$ cat config.mk
export PLATFORM = sky130hd
export DESIGN_NAME = io_window_decoder
export DESIGN_NICKNAME = d
export VERILOG_FILES = /design/src/rtl/io_dec_pkg.sv /design/src/rtl/io_dec_regs.sv /design/src/rtl/io_dec_fold.sv /design/src/rtl/io_range_cmp.sv /design/src/rtl/io_window_decoder.sv
export SDC_FILE = /design/constraint.sdc
export NUM_CORES = 1
export LEC_CHECK = 0
export CAP_MARGIN = 20
export CELL_PAD_IN_SITES_DETAIL_PLACEMENT = 2
export CELL_PAD_IN_SITES_GLOBAL_PLACEMENT = 2
export CORE_UTILIZATION = 37
export CTS_BUF_LIST = sky130_fd_sc_hd__clkbuf_2
export DETAILED_ROUTE_END_ITERATION = 8
export DONT_BUFFER_PORTS = 1
export PLACE_DENSITY = 0.89
export SLEW_MARGIN = 10
export SYNTH_ARGS = -nofsm -noshare
export SYNTH_HDL_FRONTEND = slang
export SYNTH_SLANG_ARGS = --single-unit
$ cat constraint.sdc
create_clock -name clk -period 2.88 [get_ports clk]
set_input_delay 0.432 -clock clk [delete_from_list [all_inputs] [get_ports clk]]
set_output_delay 0.432 -clock clk [all_outputs]
set_load 0.03 [all_outputs]
$ cat src/rtl/io_dec_pkg.sv
package io_dec_pkg;
    localparam int KEY_W = 12;

    typedef struct packed {
        logic             en;
        logic [KEY_W-1:0] limit;
        logic [KEY_W-1:0] base;
    } io_range_t;

    typedef struct packed {
        logic mask_en;
        logic alias_en;
    } dec_mode_t;

    localparam dec_mode_t MODE_RST = '{mask_en: 1'b1, alias_en: 1'b1};
endpackage

$ cat src/rtl/io_dec_regs.sv
module io_dec_regs
    import io_dec_pkg::*;
#(
    parameter int NUM_RANGES = 2,
    parameter int SEL_W      = 2
) (
    input  logic                       clk,
    input  logic                       rst_n,
    input  logic                       wr_en,
    input  logic [SEL_W-1:0]           sel,
    input  logic [31:0]                wdata,
    output dec_mode_t                  mode,
    output io_range_t [NUM_RANGES-1:0] ranges,
    output logic [31:0]                rd_data
);
    typedef struct packed {
        dec_mode_t                  mode;
        io_range_t [NUM_RANGES-1:0] rng;
    } reg_state_t;

    reg_state_t st_d, st_q;

    always_comb begin
        st_d    = st_q;
        rd_data = '0;
        if (wr_en) begin
            if (sel == '0) begin
                st_d.mode.mask_en  = wdata[2];
                st_d.mode.alias_en = wdata[1];
            end
            for (int i = 0; i < NUM_RANGES; i++) begin
                if (int'(sel) == i + 1) begin
                    st_d.rng[i].en    = wdata[31];
                    st_d.rng[i].limit = wdata[2*KEY_W-1:KEY_W];
                    st_d.rng[i].base  = wdata[KEY_W-1:0];
                end
            end
        end
        if (sel == '0) begin
            rd_data[2] = st_q.mode.mask_en;
            rd_data[1] = st_q.mode.alias_en;
        end
        for (int i = 0; i < NUM_RANGES; i++) begin
            if (int'(sel) == i + 1) begin
                rd_data[31]              = st_q.rng[i].en;
                rd_data[2*KEY_W-1:KEY_W] = st_q.rng[i].limit;
                rd_data[KEY_W-1:0]       = st_q.rng[i].base;
            end
        end
    end

    always_ff @(posedge clk) begin
        if (!rst_n) begin
            st_q.mode <= MODE_RST;
            st_q.rng  <= '0;
        end else begin
            st_q <= st_d;
        end
    end

    assign mode   = st_q.mode;
    assign ranges = st_q.rng;
endmodule

$ cat src/rtl/io_dec_fold.sv
module io_dec_fold
    import io_dec_pkg::*;
#(
    parameter int ADDR_W = 32
) (
    input  logic [ADDR_W-1:0] addr,
    input  dec_mode_t         mode,
    output logic [KEY_W-1:0]  key,
    output logic [ADDR_W-1:0] ad_out
);
    localparam int LOW_W  = 16;
    localparam int FOLD_W = 6;

    always_comb begin
        key = addr[LOW_W-1:4];
        if (mode.alias_en && (addr[9:8] != 2'b00)) begin
            key[KEY_W-1:KEY_W-FOLD_W] = '0;
        end
        ad_out = addr;
        if (mode.mask_en) begin
            ad_out[ADDR_W-1:LOW_W] = '0;
        end
    end
endmodule

$ cat src/rtl/io_range_cmp.sv
module io_range_cmp
    import io_dec_pkg::*;
#(
    parameter int NUM_RANGES = 2
) (
    input  logic [KEY_W-1:0]           key,
    input  io_range_t [NUM_RANGES-1:0] ranges,
    output logic [NUM_RANGES-1:0]      hit
);
    for (genvar g = 0; g < NUM_RANGES; g++) begin : g_win
        assign hit[g] = ranges[g].en
                      && (key >= ranges[g].base)
                      && (key <= ranges[g].limit);
    end
endmodule

$ cat src/rtl/io_window_decoder.sv
module io_window_decoder
    import io_dec_pkg::*;
#(
    parameter int ADDR_W     = 32,
    parameter int NUM_RANGES = 2
) (
    input  logic              clk,
    input  logic              rst_n,
    input  logic              cfg_wr_en,
    input  logic [1:0]        cfg_sel,
    input  logic [31:0]       cfg_wdata,
    output logic [31:0]       cfg_rd_data,
    input  logic              host_io_valid,
    input  logic [ADDR_W-1:0] host_io_addr,
    input  logic              dn_io_valid,
    input  logic [ADDR_W-1:0] dn_io_addr,
    output logic              fwd_claim,
    output logic [ADDR_W-1:0] fwd_ad,
    output logic              dn_reject
);
    localparam int LOW_W = 16;

    typedef struct packed {
        logic              claim;
        logic [ADDR_W-1:0] ad;
        logic              reject;
    } out_state_t;

    dec_mode_t                  mode_w;
    io_range_t [NUM_RANGES-1:0] ranges_w;
    logic [KEY_W-1:0]           key_w;
    logic [ADDR_W-1:0]          ad_w;
    logic [NUM_RANGES-1:0]      hit_w;
    out_state_t                 out_d, out_q;

    io_dec_regs #(.NUM_RANGES(NUM_RANGES), .SEL_W(2)) u_regs (
        .clk     (clk),
        .rst_n   (rst_n),
        .wr_en   (cfg_wr_en),
        .sel     (cfg_sel),
        .wdata   (cfg_wdata),
        .mode    (mode_w),
        .ranges  (ranges_w),
        .rd_data (cfg_rd_data)
    );

    io_dec_fold #(.ADDR_W(ADDR_W)) u_fold (
        .addr   (host_io_addr),
        .mode   (mode_w),
        .key    (key_w),
        .ad_out (ad_w)
    );

    io_range_cmp #(.NUM_RANGES(NUM_RANGES)) u_cmp (
        .key    (key_w),
        .ranges (ranges_w),
        .hit    (hit_w)
    );

    always_comb begin
        out_d        = '0;
        out_d.reject = dn_io_valid && (dn_io_addr[ADDR_W-1:LOW_W] != '0);
        if (host_io_valid) begin
            out_d.claim = |hit_w;
            out_d.ad    = ad_w;
        end
    end

    always_ff @(posedge clk) begin
        if (!rst_n) begin
            out_q <= '0;
        end else begin
            out_q <= out_d;
        end
    end

    assign fwd_claim = out_q.claim;
    assign fwd_ad    = out_q.ad;
    assign dn_reject = out_q.reject;
endmodule

* Word level (Yosys, flattened, before mapping)
Index checks and enable logic that the tools add are counted.
** Word-level totals
- Output and inout port bits :: 66
- Register bits :: 86
- Logic and storage cells :: 41
- Input port bits :: 103
** Cells by class
- Order comparisons :: 4
- Mux-type cells :: 6
- Reduce and logical (&&, ||, !) cells :: 15
- Bitwise operators :: 2
- Equal/unequal tests :: 2
** Operators by type and width (count)
- $mux W24 :: 2
- $ge A12 B12 Y1 :: 2
- $le A12 B12 Y1 :: 2
- $reduce_bool A16 Y1 :: 1
- $reduce_and A2 Y1 :: 4
- $logic_and A1 B1 Y1 :: 6
- $mux W6 :: 1
- $eq A2 B2 Y1 const B :: 2
- $reduce_or A3 Y1 :: 1
- $logic_not A2 Y1 :: 1
- $mux W1 :: 2
- $mux W2 :: 1
- $not A1 Y1 :: 2
- $reduce_bool A2 Y1 :: 1
- $reduce_or A2 Y1 :: 1

* Longest topological paths before layout
Gate-level depths: netlist of the first run.
- Depth in word-level cells :: 7
- Gate-level depth with buffers :: 10
- Depth with buffers taken out :: 10

* By module
From an unflattened synthesis of the first run, not the netlist that was laid out.
** Second synthesis, totals
- Cell total of the unflattened synthesis :: 535
- Area total of the unflattened synthesis :: 4946.0 um^2
** By module, submodules not included
- io_dec_regs :: instances 1, cells an instance 245, seq. area each 1041.0 um^2, area an instance 2403.6 um^2
- io_range_cmp :: instances 1, cells an instance 165, seq. area each 0.0 um^2, area an instance 1193.6 um^2
- io_window_decoder :: instances 1, cells an instance 79, seq. area each 680.7 um^2, area an instance 993.5 um^2
- io_dec_fold :: instances 1, cells an instance 46, seq. area each 0.0 um^2, area an instance 355.3 um^2

* Worst setup path after synthesis of the first run
Ideal clock, no wire load.
- Kind :: input port to flip-flop
- From :: in host_io_addr[8]
- To :: reg out_q, in the netlist fwd_claim
- Cell stages on the path :: 9
- Arrival time :: 2163 ps
- Path buffers :: 1
- Data required time :: 2766 ps
- Slack :: 602 ps
- Library setup time :: 114 ps
- Cell sequence :: o21ai_4 -> buf_6 -> and2_1 -> ha_1 -> inv_1 -> a2111oi_2 -> a311o_2 -> a32oi_2 -> a2bb2o_4
** On the way
- Cells in the longest elaborated chain, start to end :: 7
- Elaborated cells on any way between the ends :: 12
- Classes of those cells :: 4 x order compare; 1 x mux; 7 x reduce/logical
** Ends and longest elaborated chain
- start, declared :: RTL line io_window_decoder.sv:14 : input logic [ADDR_W-1:0] host_io_addr,
- $reduce_bool A2 Y1 :: RTL line io_dec_fold.sv:16 : if (mode.alias_en && (addr[9:8] != 2'b00)) begin
- $logic_and A1 B1 Y1 :: RTL line io_dec_fold.sv:16
- $mux W6 :: RTL line io_dec_fold.sv:16
- $ge A12 B12 Y1 :: RTL line io_range_cmp.sv:12 : && (key >= ranges[g].base)
- $logic_and A1 B1 Y1 :: RTL line io_range_cmp.sv:12
- $logic_and A1 B1 Y1 :: RTL line io_range_cmp.sv:13 : && (key <= ranges[g].limit);
- $reduce_or A2 Y1 (*) :: RTL line io_window_decoder.sv:64 : out_d.claim = |hit_w;
- end signal, assigned :: RTL line io_window_decoder.sv:73 : out_q <= out_d;
- end, declared :: RTL line io_window_decoder.sv:34 : out_state_t out_d, out_q;
Mark *: on every way between the ends. The rest lies on a longest branch, timed or not.
A chain may end at the register's enable or synchronous reset.

* Worst setup path in the final report of the first run
- From :: reg u_regs.mode[0] (netlist name)
- To :: reg out_q, in the netlist fwd_claim
** On the way
- Cells in the longest elaborated chain, start to end :: 6
- Elaborated cells on any way between the ends :: 11
- Classes of those cells :: 4 x order compare; 1 x mux; 6 x reduce/logical
** Ends and longest elaborated chain (RTL line)
- $logic_and A1 B1 Y1 (*) :: io_dec_fold.sv:16
- $mux W6 (*) :: io_dec_fold.sv:16
- $ge A12 B12 Y1 :: io_range_cmp.sv:12
- $logic_and A1 B1 Y1 :: io_range_cmp.sv:12
- $logic_and A1 B1 Y1 :: io_range_cmp.sv:13
- $reduce_or A2 Y1 (*) :: io_window_decoder.sv:64
Marks and branches as above.

==> results.json, run 1 <==
{
  "outcome": "complete, no violations",
  "switchingPower_mw": 0.815,
  "first_global_vias": 5056,
  "start_kind": "register",
  "syn_area_per_cell_um2": 8.54,
  "clock-sinks": 86,
  "ff2ff_setup_slack_ns": 0.32,
  "via_per_inst": 5.78,
  "critical_path.top_delay_family": "compound AO/OA/AOI/OAI gates",
  "worst-setup-path-type": "register to register",
  "critPathCaptureType": "register",
  "synth_edf_count": 0,
  "maxSlewHeadroom_pct": 30.1,
  "swShare_pct": 33.3,
  "worst-r2r-cell-count": 10,
  "fin_crit_ns": 2.56,
  "ys_warn_count": 0,
  "num_rows": 41,
  "holdPathEnd": "fwd_ad[10]",
  "hold_viol_final": 0,
  "route.vias.total": 4493,
  "place_congestion": 0.784,
  "clock_power_share_pct": 28.0,
  "path_clk_slew_ns": 0.28,
  "die_area_mm2": 0.0133,
  "antenna_found_initial": 1,
  "whs_ns": 0.0205,
  "fmax_mhz": 391,
  "cp-startpoint": "u_regs.mode[0]",
  "critPathArrivalTime_ns": 3.11,
  "utilization_pct": 44.3,
  "gr-total-overflow": 0,
  "worst_slew_pin_slew_ns": 1.04,
  "required_ns": 3.43,
  "dp.cells": 702,
  "yosys_most_used_dff": "dfxtp_1",
  "synthArstFlopShare_pct": 0,
  "drt_wl_total_um": 19900,
  "syn_to_final_growth_pct": 17.0,
  "p_seq_share_pct": 52.6,
  "finalSetupViolations": 0,
  "ys_seq_elements": 86,
  "antenna_left": 0,
  "slowest_stage": "dfxtp_1",
  "dr.pass1.iters": 4,
  "wl_per_cell_um": 25.5,
  "syn_inst": 557,
  "r2r-end": "fwd_claim",
  "stdcell_count": 778,
  "grt_max_degree": 66,
  "power_leakage_nw": 2.12,
  "ys_types": 67,
  "ys_seq_area_share_pct": 36.2,
  "min_period_over_period_pct": 88.8,
  "r2r_start": "u_regs.mode[0]",
  "combPwrFrac_pct": 19.4,
  "skew_ns": 0.0390,
  "hold_start": "host_io_addr[10]",
  "cts_htree_levels": 3,
  "core_mm2": 0.0126,
  "cp_max_fo": 16,
  "drc": 0,
  "p_int_mw": 1.63,
  "die_h_um": 115,
  "hold_path.class": "input port to register",
  "clock_path_buffers": 2,
  "cts_tree": "done",
  "ios": 169,
  "setup-tns-final_ns": 0,
  "ctsRootBufferMaster": "clkbuf_2",
  "syn_area_mm2": 0.00476,
  "critPathBufInv": 1,
  "p_per_area_mw_per_mm2": 440,
  "drv_cap": 0,
  "final-max-slew-violation-count": 0,
  "cts_made_buffers": 9,
  "hpwl_um": 12100,
  "slowest_delay_ns": 0.49,
  "grt.total_usage_pct": 30.6,
  "start_util_pct": 37.9,
  "worstPathCellList": "o21ai_4 -> nand2_1 -> inv_1 -> ha_1 -> nand3_1 -> a211oi_1 -> a22oi_1 -> a21oi_1 -> o31ai_1 -> a2bb2o_4",
  "clk_latency_ns": 0.66,
  "port-buffer-count": 0,
  "fp.dieW_um": 115,
  "drive_above_1_share_pct": 7.44,
  "irDropWorstVdd_mv": 0.599,
  "nets": 740,
  "rsz0062_at_grt": "no",
  "cts_resized": 0,
  "grt_pass1_wl_um": 29600,
  "whs_path_depth": 2,
  "drtIter0Drc": 245,
  "power_mw": 2.45
}
-- area by class of cell --
cell class,count,area (µm²)
Antenna cell,1,2.50
Clock buffer,10,50.0
Clock inverter,5,58.8
Fill cell,1414,7000
Inverter,42,158
Multi-Input combinational cell,394,2680
Sequential cell,86,1720
Tap cell,172,215
Timing Repair Buffer,68,683
-- timing repair --
action | CTS | global route
buffers inserted | 0 | 0
hold buffers | 60 | 0
hold endpoints to repair | 82 | 0
-- layer usage --
| metal | vias to the layer above | global-route usage (%) | share of wire (%) |
|---|---|---|---|
| met5 | - | 0 | 0 |
| met4 | 0 | 15.3 | 4.0 |
| met3 | 61 | 8.70 | 6.4 |
| met2 | 202 | 53.9 | 51 |
| met1 | 2241 | 33.6 | 39 |
| li1 | 1989 | - | - |
-- per-stage QoR --
stage / setup slack [ns] / cell area (µm²)
global route: 0.259 / 5570
finish: 0.322 / 5570
floorplan: 0.602 / 4780
global placement: 0.328 / 4850
detailed placement: 0.282 / 4850
CTS: 0.465 / 5570
-- registers in the layout, indices dropped and copies added (netlist names) --
name / count
fwd_ad: 32
fwd_claim: 1
u_regs.ranges: 50
u_regs.mode: 2
dn_reject: 1
-- power by group through the flow --
stage / sequential, mW / clock (mW) / combinational, mW
finish: 1.29 / 0.685 / 0.475
global route: 1.29 / 0.736 / 0.506
CTS: 1.28 / 0.677 / 0.450
detailed placement: 1.31 / 0 / 0.360
global placement: 1.30 / 0 / 0.329
floorplan: 1.29 / 0 / 0.302
-- cell families (layout without fill, tap and decap cells) --
kind of cell	Yosys count	after routing	share of synthesized area, %
AND/OR/NAND/NOR	196	196	19.7
AO/OA/AOI/OAI	141	141	23.7
flip-flops	86	86	36.2
buffers and inverters	83	125	8.07
adder cells (fa/ha/maj)	38	38	9.91
XOR/XNOR	8	8	1.47
multiplexers	4	4	0.841
other	1	8	0.0788
-- cells in the final DEF (no fill, tap or decap), types with 7 or more instances in the layout --
cell type and instances:
conb_1 7, buf_4 7, dfxtp_1 86, nand2_1 115
and2_1 22, ha_1 36, clkbuf_2 10, a21oi_1 10
nor2_1 10, inv_1 42, dlygate4sd3_1 59, a22o_1 23
and3_1 12, a21boi_0 51
-- cells in the mapped netlist (4+ instances only) --
master    number  share of area (%)
a31oi_1        6               0.79
nand2_1      115                9.1
xnor2_1        6                1.1
dfxtp_1       86                 36
a211oi_1       6               0.95
and3_1        12                1.6
o22ai_1        4               0.53
nor2_1        10               0.79
mux2i_1        4               0.84
and2_1        22                2.9
a21boi_0      51                8.0
a22o_1        23                4.2
ha_1          36                9.5
o21ai_0        6               0.63
nand3_1        4               0.42
clkbuf_1      19                1.5
a21oi_1       10                1.1
o21a_1         4               0.63
buf_4          8                1.3
buf_6          4               0.95
o21bai_1       4               0.63
inv_1         42                3.3
nor4_1         4               0.53
nor2b_1        4               0.53
buf_2         10                1.1
-- how the worst max path moves through the flow --
stage	endpoint	slack, ns	cells past startpoint
after floorplan	fwd_claim	0.60	9
after global placement	fwd_claim	0.33	9
after detailed placement	fwd_claim	0.28	9
after CTS	cfg_rd_data[2]	0.47	2
after global routing	fwd_claim	0.26	8
final	fwd_claim	0.32	10
(Power assumes the default switching activity.)
==> inputs of run 2 (changes only) <==
--- a/config.mk
+++ b/config.mk
@@ -5,14 +5,14 @@
 export SDC_FILE = /design/constraint.sdc
 export NUM_CORES = 1
 export LEC_CHECK = 0
-export CAP_MARGIN = 20
+export ABC_AREA = 1
 export CELL_PAD_IN_SITES_DETAIL_PLACEMENT = 2
 export CELL_PAD_IN_SITES_GLOBAL_PLACEMENT = 2
-export CORE_UTILIZATION = 37
+export CORE_UTILIZATION = 35
 export CTS_BUF_LIST = sky130_fd_sc_hd__clkbuf_2
 export DETAILED_ROUTE_END_ITERATION = 8
 export DONT_BUFFER_PORTS = 1
-export PLACE_DENSITY = 0.89
+export PLACE_DENSITY = 0.9
 export SLEW_MARGIN = 10
 export SYNTH_ARGS = -nofsm -noshare
 export SYNTH_HDL_FRONTEND = slang
==> run 2 against run 1 <==
Against the previous run: clock skew decreased by 0.0093 ns; highest routed layer unchanged; combinational power increased by 15%; core utilization decreased by 1.1 points; via count decreased by 4.6%; die area decreased by 3.7%; flip-flop and latch count unchanged; cell area decreased by 6.5%; synthesized cell count increased by 6.6%.
==> results.json, run 2 <==
{
  "outcome": "complete, no violations",
  "cts_htree_levels": 3,
  "finalSetupViolations": 0,
  "antenna_cells": 0,
  "ys_types": 30,
  "drv_cap": 0,
  "wl_met3_um": 866,
  "p_per_area_mw_per_mm2": 500,
  "post_synth_and_or_nand_nor_area_fraction_pct": 16.6,
  "fp.dieW_um": 113,
  "hpwl_um": 10400,
  "critPathCaptureType": "register",
  "rsz0062_at_grt": "no",
  "ctsRootBufferMaster": "clkbuf_2",
  "die_h_um": 113,
  "path_clk_slew_ns": 0.27,
  "skew_ns": 0.0296,
  "clk_latency_ns": 0.63,
  "yosys_most_used_dff": "dfxtp_1",
  "dr.pass1.iters": 4,
  "postCtsSetupRepairBufs": 0,
  "antenna_left": 0,
  "final_cell_mix": "116 x inv_1, 86 x dfxtp_1, 79 x nand2_1, 60 x dlygate4sd3_1, 56 x a21oi_1",
  "critPathArrivalTime_ns": 2.99,
  "worst-setup-path-type": "register to register",
  "power_leakage_nw": 2.40,
  "cts_made_buffers": 9,
  "synth.area.mux_share_pct": 0,
  "synth_compound_area_share_pct": 19.4,
  "clock-sinks": 86,
  "start_kind": "register",
  "irDropWorstVdd_mv": 0.281,
  "clock_path_buffers": 2,
  "yosys-top-cells-count": "116 x inv_1, 86 x dfxtp_1, 79 x nand2_1",
  "netlist.area_leader.share_pct": 39.7,
  "min_period_over_period_pct": 84.4,
  "topRoutingLayerUsed": "met4",
  "wl_met2_um": 9380,
  "syn_area_mm2": 0.00433,
  "largest_register_ffs": 50,
  "final-max-slew-violation-count": 0,
  "start_util_pct": 35.9,
  "hold_path.class": "input port to register",
  "gr-total-overflow": 0,
  "core_mm2": 0.0121,
  "synth-xor-area-share_pct": 0,
  "antenna_found_initial": 0,
  "syn_to_final_growth_pct": 20.2,
  "drc": 0,
  "port-buffer-count": 0,
  "maxSlewHeadroom_pct": 47.8,
  "post-synth-top-count-cell": "inv_1",
  "ys_seq_elements": 86,
  "synthTopCellsByArea": "dfxtp_1 40%, ha_1 10%, inv_1 10%",
  "ys_warn_count": 0,
  "synth_fa_ha_area_share_pct": 10.4,
  "required_ns": 3.44,
  "wl_met1_um": 6610,
  "cts_tree": "done",
  "grt.total_usage_pct": 27.9,
  "drive_above_1_share_pct": 4.62,
  "drt_wl_total_um": 17300,
  "fmax_mhz": 412,
  "fin_crit_ns": 2.43,
  "route.vias.total": 4288,
  "synthArstFlopShare_pct": 0,
  "dp.cells": 742,
  "grt_max_degree": 54,
  "final_common_cell": "inv_1",
  "num_rows": 40,
  "drtIter0Drc": 172,
  "ys_seq_area_share_pct": 39.7,
  "hold_viol_final": 0,
  "setup-tns-final_ns": 0,
  "syn_inst": 594,
  "stdcell_count": 818,
  "synth_edf_count": 0,
  "cp_max_fo": 17,
  "yosysTopAreaCell": "dfxtp_1",
  "via_per_inst": 5.24,
  "die_area_mm2": 0.0128,
  "worst_slew_pin_slew_ns": 0.794,
  "synth_top_family_by_area": "compound AO/OA/AOI/OAI gates",
  "place_congestion": 0.762,
  "ios": 169,
  "first_global_vias": 4838,
  "nets": 785,
  "syn_area_per_cell_um2": 7.29,
  "grt_pass1_wl_um": 26700,
  "wl_per_cell_um": 21.2
}
## run 2: cell count changes in the layout (fill, tap and decap cells not counted), sizes merged, moves of 6 or more
cell	previous run	this run
a211oi	6	0
a21boi	51	1
a21oi	12	58
a22o	23	0
a31oi	6	0
and2	23	0
and3	13	0
inv	43	120
nand2	117	79
nand3	4	26
nor2	11	55
o21ai	7	56
o22ai	4	23
xnor2	6	0
## run 2: cell type report
| type | count | area, µm² |
|---|---|---|
| fillers | 1389 | 6850 |
| clock buffers | 9 | 45.0 |
| flip-flops and latches | 86 | 1720 |
| multi-input cells | 365 | 2040 |
| repair buffers | 66 | 658 |
| inverters | 118 | 443 |
| clock inverters | 6 | 93.8 |
| well taps | 168 | 210 |
## run 2: through the flow
step	hold WS (ns)	util [%]	power, mW	cell area, µm²	setup WS (ns)
after floorplan	0.445	-	1.65	4350	0.914
after global placement	0.460	36.9	1.71	4450	0.617
after detailed placement	0.472	36.9	1.75	4450	0.510
after CTS	0.00210	42.9	2.58	5180	0.625
after global routing	0.00635	43.2	2.74	5210	0.312
final	0.0294	43.2	2.61	5210	0.450
## run 2: path summary, 6_finish.rpt
check / slack [ns] / end / from / depth (start not counted)
setup reg to reg: 0.45 / fwd_claim / u_regs.mode[0] / 13
setup / recovery: 0.45 / fwd_claim / u_regs.mode[0] / 13
hold / removal: 0.03 / u_regs.ranges[43] / cfg_wdata[18] / 2
hold reg to reg: 0.51 / u_regs.ranges[0] / u_regs.ranges[0] / 2
## run 2: logic make-up (layout without fill, tap and decap cells)
group | after synthesis | count (layout)
buffers and inverters | 149 | 199
AND/OR/NAND/NOR | 171 | 171
adder cells (fa/ha/maj) | 36 | 36
other | 1 | 7
AO/OA/AOI/OAI | 151 | 151
flip-flops | 86 | 86
## run 2: what timing repair did
item	CTS	global route
hold buffers	58	3
hold endpoints to repair	84	3
gates resized for setup	0	0
endpoints found under the setup margin	0	0
## run 2: critical path: stages, from the launching register on
cell	delay, ns
dfxtp_1	0.45
o21ai_4	0.23
inv_1	0.14
nor2_1	0.38
ha_1	0.36
nand2_1	0.16
nor2_4	0.05
nand2_1	0.10
inv_1	0.06
nand2_1	0.07
nand3_1	0.07
nand2_1	0.10
nand3_2	0.08
a21oi_2	0.12
## run 2: routing by layer
metal / GRT usage [%] / vias up
met5: 0 / -
met4: 10.3 / 0
met3: 6.96 / 34
met2: 53.9 / 131
met1: 28.7 / 2123
li1: - / 2000
## run 2: where the power goes
group          switching (mW)  leakage [nW]  internal, mW  total, mW
Clock                   0.474        0.0790         0.290      0.764
Combinational           0.352          1.62         0.195      0.547
Sequential             0.0498         0.703          1.24       1.29
==> inputs of run 3 (changes only) <==
--- a/config.mk
+++ b/config.mk
@@ -8,11 +8,11 @@
 export ABC_AREA = 1
 export CELL_PAD_IN_SITES_DETAIL_PLACEMENT = 2
 export CELL_PAD_IN_SITES_GLOBAL_PLACEMENT = 2
-export CORE_UTILIZATION = 35
+export CORE_UTILIZATION = 31
 export CTS_BUF_LIST = sky130_fd_sc_hd__clkbuf_2
 export DETAILED_ROUTE_END_ITERATION = 8
 export DONT_BUFFER_PORTS = 1
-export PLACE_DENSITY = 0.9
+export PLACE_DENSITY = 0.85
 export SLEW_MARGIN = 10
 export SYNTH_ARGS = -nofsm -noshare
 export SYNTH_HDL_FRONTEND = slang
==> constraint.sdc (replaced) <==
create_clock -name clk -period 2.1 [get_ports clk]
set_input_delay 0.315 -clock clk [delete_from_list [all_inputs] [get_ports clk]]
set_output_delay 0.315 -clock clk [all_outputs]
set_load 0.03 [all_outputs]
==> run 3 against run 2 <==
Against the previous run: non-clock buffer count grew 37; maximum frequency rose by 23%; via count grew 2.7%; critical endpoint unchanged; largest power group unchanged; final cell count is 5.7% higher; register-to-register slack worse by 0.33 ns; count of clock-buffer cells in the layout unchanged; clock skew rose by 0.00059 ns; sequential power grew 37%.
==> results.json, run 3 (synthesis gave the netlist of run 2 again) <==
{
  "hold_path.class": "input port to register",
  "drc": 0,
  "drive_above_1_share_pct": 9.45,
  "crit_top_cell": "nand2_1",
  "fmax_mhz": 506,
  "syn_to_final_growth_pct": 27.6,
  "place_congestion": 0.764,
  "hold_viol_final": 0,
  "clock_path_buffers": 2,
  "core_mm2": 0.0135,
  "dr.pass1.iters": 5,
  "design_area_mm2": 0.00553,
  "finalSetupViolations": 0,
  "start_kind": "register",
  "multi_input_area_mm2": 0.00205,
  "power_mw": 3.45,
  "p_per_area_mw_per_mm2": 624,
  "ctsRootBufferMaster": "clkbuf_2",
  "via_per_inst": 5.09,
  "skew_ns": 0.0302,
  "min_period_over_period_pct": 94.1,
  "final_cell_mix": "115 x inv_1, 85 x dfxtp_1, 78 x nand2_1, 68 x dlygate4sd3_1, 56 x a21oi_1",
  "nets": 822,
  "slowest_delay_ns": 0.46,
  "stdcell_count": 865,
  "maxSlewHeadroom_pct": 60.1,
  "worst_slew_pin_slew_ns": 0.597,
  "antenna_left": 0,
  "slowest_stage": "dfxtp_4",
  "post-place-ws_ns": 0.0879,
  "hpwl_um": 10700,
  "fin_crit_ns": 1.98,
  "cts_tree": "done",
  "required_ns": 2.70,
  "cts_made_buffers": 9,
  "critPathArrivalTime_ns": 2.57,
  "drt_wl_total_um": 16500,
  "critPathCaptureType": "register",
  "fp.dieW_um": 120,
  "cts_htree_levels": 3,
  "antenna_found_initial": 0,
  "setup-tns-final_ns": 0,
  "n_fill_cell": 1574,
  "grt.total_usage_pct": 23.2,
  "num_rows": 42,
  "ios": 169,
  "regArea_mm2": 0.00173,
  "first_global_vias": 4884,
  "final-max-slew-violation-count": 0,
  "critical_path.top_delay_family": "simple AND/OR/NAND/NOR gates",
  "die_area_mm2": 0.0144,
  "largest_register_ffs": 50,
  "drtIter0Drc": 126,
  "rsz0062_at_grt": "no",
  "power_leakage_nw": 2.59,
  "cp_max_fo": 7,
  "setup_ws_ns": 0.125,
  "clock-sinks": 86,
  "route.vias.total": 4405,
  "port-buffer-count": 0,
  "gr-total-overflow": 0,
  "die_h_um": 120,
  "outcome": "complete, no violations",
  "irDropWorstVdd_mv": 0.277,
  "placed_cell_area_mm2": 0.00469,
  "start_util_pct": 32.2,
  "path_clk_slew_ns": 0.28,
  "critPathBufInv": 1,
  "drv_cap": 0,
  "worstPathCellList": "o21ai_4 -> nand2_2 -> inv_1 -> ha_1 -> a21o_1 -> nand2_1 -> nand2_1 -> nand2_1 -> nand2_1 -> nand3b_1 -> nand2_1 -> nand3_1 -> a21oi_2",
  "wl_per_cell_um": 19.1,
  "worst-setup-path-type": "register to register",
  "clk_latency_ns": 0.67,
  "final_common_cell": "inv_1",
  "grt_max_degree": 54,
  "dp.cells": 778,
  "grt_pass1_wl_um": 25400
}
-- run 3: worst register-to-register path, cell delays in order, from the launching register on --
cell,delay (ns)
dfxtp_4,0.46
o21ai_4,0.10
nand2_2,0.08
inv_1,0.05
ha_1,0.29
a21o_1,0.18
nand2_1,0.06
nand2_1,0.06
nand2_1,0.07
nand2_1,0.05
nand3b_1,0.15
nand2_1,0.09
nand3_1,0.11
a21oi_2,0.16
-- run 3: power by group --
group / switching, mW / internal (mW)
clock: 0.709 / 0.187
sequential: 0.0661 / 1.71
combinational: 0.472 / 0.312
total: 1.25 / 2.21
-- run 3: final cells by class --
cell class / instances / area share (%)
Tap cell: 176 / 3.98
Inverter: 118 / 8.01
Antenna cell: 1 / 0.0453
Timing Repair Buffer: 103 / 17.7
Clock inverter: 7 / 1.13
Clock buffer: 9 / 0.815
Multi-Input combinational cell: 365 / 37.1
Sequential cell: 86 / 31.2
-- run 3: final timing paths --
| path | to | start | cells past startpoint | slack [ns] |
|---|---|---|---|---|
| worst max register to register | fwd_claim | u_regs.mode[0] | 13 | 0.12 |
| worst min-delay path | u_regs.ranges[22] | cfg_wr_en | 3 | 0.1 |
| worst min register to register | u_regs.ranges[28] | u_regs.ranges[28] | 2 | 0.52 |
| worst max-delay path | fwd_claim | u_regs.mode[0] | 13 | 0.12 |
-- run 3: per-stage QoR --
| stage | utilization (%) | hold slack [ns] |
|---|---|---|
| 2_1_floorplan | - | 0.427 |
| 3_3_place_gp | 34.9 | 0.418 |
| 3_5_place_dp | 34.9 | 0.418 |
| 4_1_cts | 40.9 | 0.0398 |
| 5_1_grt | 41.1 | 0.0726 |
| 6_report | 41.1 | 0.0981 |
-- run 3: repair_timing --
action	in CTS	in global routing
hold buffers	69	0
hold endpoints to repair	85	0
endpoints found under the setup margin	0	1
buffers inserted	0	1
gates resized for setup	0	7
-- run 3: metal layers --
metal,share of wire (%),global-route usage (%),up-vias
met1,39,24.5,2182
met4,2.9,9.77,0
met5,0,0,-
met3,3.7,4.62,36
li1,-,-,2083
met2,54,44.3,104
